File: config.mk
export PLATFORM = sky130hd
export DESIGN_NAME = synth_div_core
export DESIGN_NICKNAME = d
export VERILOG_FILES = /design/src/rtl/synth_div_pkg.sv /design/src/rtl/sd_ref_prediv.sv /design/src/rtl/sd_fb_div.sv /design/src/rtl/sd_out_fsm.sv /design/src/rtl/synth_div_core.sv
export SDC_FILE = /design/constraint.sdc
export NUM_CORES = 1
export LEC_CHECK = 0
export ABC_AREA = 1
export BUFFER_PORTS_ARGS = -buffer_cell sky130_fd_sc_hd__buf_2
export CAP_MARGIN = 20
export CORE_UTILIZATION = 48
export DETAILED_ROUTE_END_ITERATION = 7
export PLACE_DENSITY = 0.72
export SYNTH_ARGS = -nofsm -noshare
export SYNTH_HDL_FRONTEND = slang
export SYNTH_SLANG_ARGS = --single-unit
File: constraint.sdc
create_clock -name clk -period 3.5 [get_ports clk]
set_clock_uncertainty 0.2 [all_clocks]
set_input_delay 0.7 -clock clk [delete_from_list [all_inputs] [get_ports clk]]
set_output_delay 0.7 -clock clk [all_outputs]
set_load 0.02 [all_outputs]
File: src/rtl/synth_div_pkg.sv
package synth_div_pkg;

    localparam int NCODE_W = 3;
    localparam int RATIO_W = 5;
    localparam int HALF_W  = RATIO_W - 1;

    typedef enum logic [1:0] {
        S_IDLE = 2'd0,
        S_HIGH = 2'd1,
        S_LOW  = 2'd2,
        S_PASS = 2'd3
    } div_state_e;

    // Non-monotonic ratio map: upper half of the code space is the fine range.
    function automatic logic [RATIO_W-1:0] code_to_ratio(input logic [NCODE_W-1:0] code);
        logic [RATIO_W-1:0] r;
        unique case (code)
            3'b000:  r = 5'd2;
            3'b001:  r = 5'd4;
            3'b010:  r = 5'd8;
            3'b011:  r = 5'd16;
            3'b100:  r = 5'd1;
            3'b101:  r = 5'd2;
            3'b110:  r = 5'd4;
            default: r = 5'd8;
        endcase
        return r;
    endfunction

endpackage

File: src/rtl/sd_ref_prediv.sv
module sd_ref_prediv #(
    parameter int DIV = 16
) (
    input  logic clk,
    input  logic mr,
    input  logic tick,
    output logic pulse
);
    localparam int CNT_W = (DIV > 1) ? $clog2(DIV) : 1;
    localparam logic [CNT_W-1:0] LAST = CNT_W'(DIV - 1);

    logic [CNT_W-1:0] cnt_q;
    logic             pulse_q;

    always_ff @(posedge clk or posedge mr) begin
        if (mr) begin
            cnt_q   <= '0;
            pulse_q <= 1'b0;
        end else begin
            pulse_q <= 1'b0;
            if (tick) begin
                if (cnt_q == LAST) begin
                    cnt_q   <= '0;
                    pulse_q <= 1'b1;
                end else begin
                    cnt_q <= cnt_q + 1'b1;
                end
            end
        end
    end

    assign pulse = pulse_q;

endmodule

File: src/rtl/sd_fb_div.sv
module sd_fb_div #(
    parameter int M_W = 9
) (
    input  logic           clk,
    input  logic           mr,
    input  logic           tick,
    input  logic [M_W-1:0] m_val,
    output logic           pulse
);
    localparam int CNT_W = M_W + 1;

    logic [CNT_W-1:0] cnt_q;
    logic [CNT_W-1:0] last;
    logic             pulse_q;

    // Period is twice M: terminal count is 2M-1.
    assign last = {m_val, 1'b0} - 1'b1;

    always_ff @(posedge clk or posedge mr) begin
        if (mr) begin
            cnt_q   <= '0;
            pulse_q <= 1'b0;
        end else begin
            pulse_q <= 1'b0;
            if (tick) begin
                if (cnt_q == last) begin
                    cnt_q   <= '0;
                    pulse_q <= 1'b1;
                end else begin
                    cnt_q <= cnt_q + 1'b1;
                end
            end
        end
    end

    assign pulse = pulse_q;

endmodule

File: src/rtl/sd_out_fsm.sv
module sd_out_fsm
    import synth_div_pkg::*;
(
    input  logic               clk,
    input  logic               mr,
    input  logic               src_tick,
    input  logic               mode,
    input  logic [NCODE_W-1:0] n_code,
    output logic               out_true
);
    div_state_e         state_q, state_d;
    logic [HALF_W-1:0]  cnt_q, cnt_d;
    logic [HALF_W-1:0]  half_q, half_d;
    logic               pass_q;
    logic               mode_q;
    logic               restart;
    logic [RATIO_W-1:0] new_ratio;
    logic [HALF_W-1:0]  new_half;
    logic               new_is_one;
    logic               half_done;

    assign restart    = (mode != mode_q);
    assign new_ratio  = code_to_ratio(n_code);
    assign new_half   = new_ratio[RATIO_W-1:1];
    assign new_is_one = (new_ratio == RATIO_W'(1));
    assign half_done  = (cnt_q == (half_q - 1'b1));

    // State register
    always_ff @(posedge clk or posedge mr) begin
        if (mr) begin
            state_q <= S_IDLE;
            cnt_q   <= '0;
            half_q  <= HALF_W'(1);
            pass_q  <= 1'b0;
            mode_q  <= 1'b1;
        end else begin
            state_q <= state_d;
            cnt_q   <= cnt_d;
            half_q  <= half_d;
            pass_q  <= src_tick;
            mode_q  <= mode;
        end
    end

    // Next-state logic
    always_comb begin
        state_d = state_q;
        cnt_d   = cnt_q;
        half_d  = half_q;
        if (restart) begin
            state_d = S_IDLE;                       // T_RESTART
            cnt_d   = '0;
        end else if (src_tick) begin
            unique case (state_q)
                S_IDLE, S_PASS: begin               // T_START / T_LEAVE_PASS
                    cnt_d   = '0;
                    half_d  = new_half;
                    state_d = new_is_one ? S_PASS : S_HIGH;
                end
                S_HIGH: begin
                    if (half_done) begin            // T_HALF
                        state_d = S_LOW;
                        cnt_d   = '0;
                    end else begin
                        cnt_d = cnt_q + 1'b1;
                    end
                end
                S_LOW: begin
                    if (half_done) begin            // T_WRAP / T_ENTER_PASS
                        cnt_d   = '0;
                        half_d  = new_half;
                        state_d = new_is_one ? S_PASS : S_HIGH;
                    end else begin
                        cnt_d = cnt_q + 1'b1;
                    end
                end
            endcase
        end
    end

    // Output logic
    always_comb begin
        unique case (state_q)
            S_HIGH:  out_true = 1'b1;
            S_PASS:  out_true = pass_q;
            S_IDLE,
            S_LOW:   out_true = 1'b0;
        endcase
    end

endmodule

File: src/rtl/synth_div_core.sv
module synth_div_core #(
    parameter int NUM_PAIRS = 2,
    parameter int PREDIV    = 16,
    parameter int M_W       = 9
) (
    input  logic                 clk,
    input  logic                 mr,
    input  logic                 ref_sel,
    input  logic                 xtal_tick,
    input  logic                 tclk_tick,
    input  logic                 vco_tick,
    input  logic                 pll_mode,
    input  logic [M_W-1:0]       m_val,
    input  logic [2:0]           n_code,
    output logic [NUM_PAIRS-1:0] fout,
    output logic [NUM_PAIRS-1:0] fout_n,
    output logic                 ref_cmp,
    output logic                 fb_cmp
);
    logic ref_tick;
    logic src_tick;
    logic out_true;

    assign ref_tick = ref_sel ? xtal_tick : tclk_tick;
    assign src_tick = pll_mode ? vco_tick : ref_tick;

    sd_ref_prediv #(.DIV(PREDIV)) u_prediv (
        .clk   (clk),
        .mr    (mr),
        .tick  (ref_tick),
        .pulse (ref_cmp)
    );

    sd_fb_div #(.M_W(M_W)) u_fbdiv (
        .clk   (clk),
        .mr    (mr),
        .tick  (vco_tick),
        .m_val (m_val),
        .pulse (fb_cmp)
    );

    sd_out_fsm u_outfsm (
        .clk      (clk),
        .mr       (mr),
        .src_tick (src_tick),
        .mode     (pll_mode),
        .n_code   (n_code),
        .out_true (out_true)
    );

    // Every pair is fed by the one divider state, so they stay aligned.
    for (genvar g = 0; g < NUM_PAIRS; g++) begin : g_pair
        assign fout[g]   = out_true;
        assign fout_n[g] = ~out_true;
    end

endmodule

==> summary.txt <==
Postcts setup bufs = 0
Avg WL per Cell = 10.06 microns
Pin count of the biggest net entering global routing = 29
Fin Setup TNS = 0 ns
Peak supply drop = 0.2916 mV
Dominant cell type by area after synthesis = dfrtp_1
Most common cell in the netlist = nand2_1
Switching share of power = 41.26%
Min Hold Slack = 0.2747 ns
CTS clk-pin slew, worst paths = 0.09 ns
Routability cong. = 0.8011
H-tree level count = 1
Synthesis Warnings = 0
Initial antenna violation count = 0
Routed WL = 3681 microns
Dpl hpwl = 2827 microns
Final Cycle Share = 63.66%
Grt met2 use = 35.59%
CTS tree = done
Sequential Power Share = 41.7%
Worst relative slew slack = 60.71%
Final setup fails = 0
RSZ-0062 raised after global routing = no
Mean Syn Cell Area = 6.779 sq um
Drt first pass iters = 4
Worst reg2reg path depth = 11
Area Overhead vs Synth = 12.14%
Inserted Clock Buffers = 3
Register area share after synthesis = 35.52%
GRT overflow = 0
DP Worst Slack = 1.049 ns
CTS root buf = clkbuf_8
# hold bufs at CTS = 0
Unique masters post-synth = 25
DRT antenna net count = 0
Synth top area share = 32.87%
Initial core utilization = 52.11%
Sw Pwr = 0.0005335 W
Synthesized area = 1979 sq um
Max-cap violations = 0
CP endpoint kind = output port
Drt drc = 0
CP required = 2.60 ns
Slew @ Worst Pin = 0.5887 ns
Placed cell area = 2137 sq um
Post-Synthesis Cells = 292
Mapped Nets = 320
Synth area leaders = dfrtp_1 33%, nand2_1 18%, inv_1 9.9%, nand3_1 5.8%, ha_1 5.7%
Peak fanout along the critical path = 5
Chip width = 66.22 microns
Die height = 66.22 microns
M1 GR Usage = 21.80%
Core ar. = 3799 sq um
# diodes = 0
Row count = 22
Ports = 25
Max Fclk = 0.4488 GHz
GR Layer Usage met3 = 2.069%
Final worst slack = 1.272 ns
Final Util = 58.43%
Outcome = finished clean
Comb pwr share = 43.0%
Int Power = 0.0007594 W
Critical path arrival = 1.33 ns
Leak pwr = 1.307 nW
PortBufs = 24
Sink Count = 28
Worst Setup EP = fout[0]
Reg2Reg Launch Point = u_outfsm.half_q[0]
GRT busiest layer = met2
Pwr/cell area = 582.5 nW/um^2
Layout Nets = 347
Vias in the first global route = 1580
Most frequent cells after synthesis = 93 x nand2_1, 52 x inv_1, 30 x nor2_1
Total GRT Usage = 18.65%
Die ar. = 4384 sq um
First-pass GRT wire length = 6272 microns
Post-synth EDFFs = 0
Yosys reg bits = 28
Initial DRC count = 44
Vias per cell = 4.705
Final hold vios = 0
Worst reg2reg endpoint = u_outfsm.half_q[1]
Worst setup SP type = flop
Setup Crit Path Kind = reg -> out
Post_cts resized = 0
Share of cells above drive strength 1 = 12.58%
Type of the most critical hold path = in -> async
Top_reg_cell synth = dfrtp_1
Worst setup path start = u_outfsm.state_q[0]
Worst reg-to-reg setup slack = 1.51 ns
Clock tree buffer depth = 2
Clock power share = 15.3%
Fillers = 384
Ys async rst share = 100.0%
Tmin final = 2.228 ns
Vias after detailed routing = 1722
Final Cell Area = 2220 sq um
Clk Latency, worst-skew pair = 0.27 ns
Fin. max-slew vios = 0
-- worst max-delay path, stage by stage, from the launching register on --
cell and delay [ns]:
dfrtp_1 0.44, ha_1 0.21, a21oi_1 0.18, inv_1 0.07, buf_2 0.16
-- cell usage in the layout (no fill, tap or decap), drive strengths merged, types with 2 or more instances in the layout --
cell,count
nand2,94
nand3,24
clkbuf,4
a21oi,5
dfrtp,26
buf,25
dfstp,2
nor2,33
inv,54
o21ai,11
ha,9
nor3,4
xor2,11
xnor2,8
-- worst min path at each step --
stage	to	cells past startpoint	slack, ns	startpoint
2_1_floorplan	u_prediv.cnt_q[3]	1	0.26	u_prediv.cnt_q[3]
3_3_place_gp	u_prediv.cnt_q[3]	1	0.28	u_prediv.cnt_q[3]
3_5_place_dp	u_prediv.cnt_q[3]	1	0.29	u_prediv.cnt_q[3]
4_1_cts	u_prediv.cnt_q[3]	1	0.30	u_prediv.cnt_q[3]
5_1_grt	u_prediv.cnt_q[1]	2	0.32	mr
6_report	u_prediv.cnt_q[1]	2	0.27	mr
-- logic make-up after synthesis --
family	Yosys count	synth area share [%]
xor gates and xnor gates	19	8.407
DFF	28	35.52
buffers and inverters	57	11.38
and+or+nand+nor	160	33.69
adders and majority gates	9	5.689
AOI/OAI and AO/OA	18	4.741
muxes	1	0.5689
-- cell type report --
class,instances,area (sq um),area share (%)
sequential,28,703.2,31.68
multi-input combinational,207,1051,47.35
inverter,54,202.7,9.132
clock buffer,4,55.05,2.480
timing repair buffer,25,147.6,6.652
tap,48,60.06,2.706
-- flip-flops by register name (all words and copies together) (netlist names) --
signal / count
u_fbdiv.cnt_q: 10
u_fbdiv.pulse: 1
u_outfsm.cnt_q: 4
u_outfsm.half_q: 4
u_outfsm.mode_q: 1
u_outfsm.pass_q: 1
u_outfsm.state_q: 2
u_prediv.cnt_q: 4
u_prediv.pulse: 1
-- power groups by stage --
stage | logic (W) | registers [W] | clock network [W]
floorplan | 0.000465 | 0.000514 | 0
global placement | 0.000532 | 0.000539 | 0
detailed placement | 0.000545 | 0.000542 | 0
CTS | 0.000559 | 0.000537 | 0.000204
global route | 0.000651 | 0.000551 | 0.000214
finish | 0.000556 | 0.000539 | 0.000198
-- per-layer routing --
metal / vias up / share of wire [%]
li1: 933 / -
met1: 759 / 47
met2: 26 / 50
met3: 4 / 2.3
met4: 0 / 0.90
met5: - / 0
-- per-stage QoR --
step,instances,power (W)
2_1_floorplan,292,0.0009795
3_3_place_gp,361,0.001070
3_5_place_dp,361,0.001087
4_1_cts,365,0.001300
5_1_grt,366,0.001416
6_report,366,0.001293
Note: power is estimated with default switching activity, not from simulation.
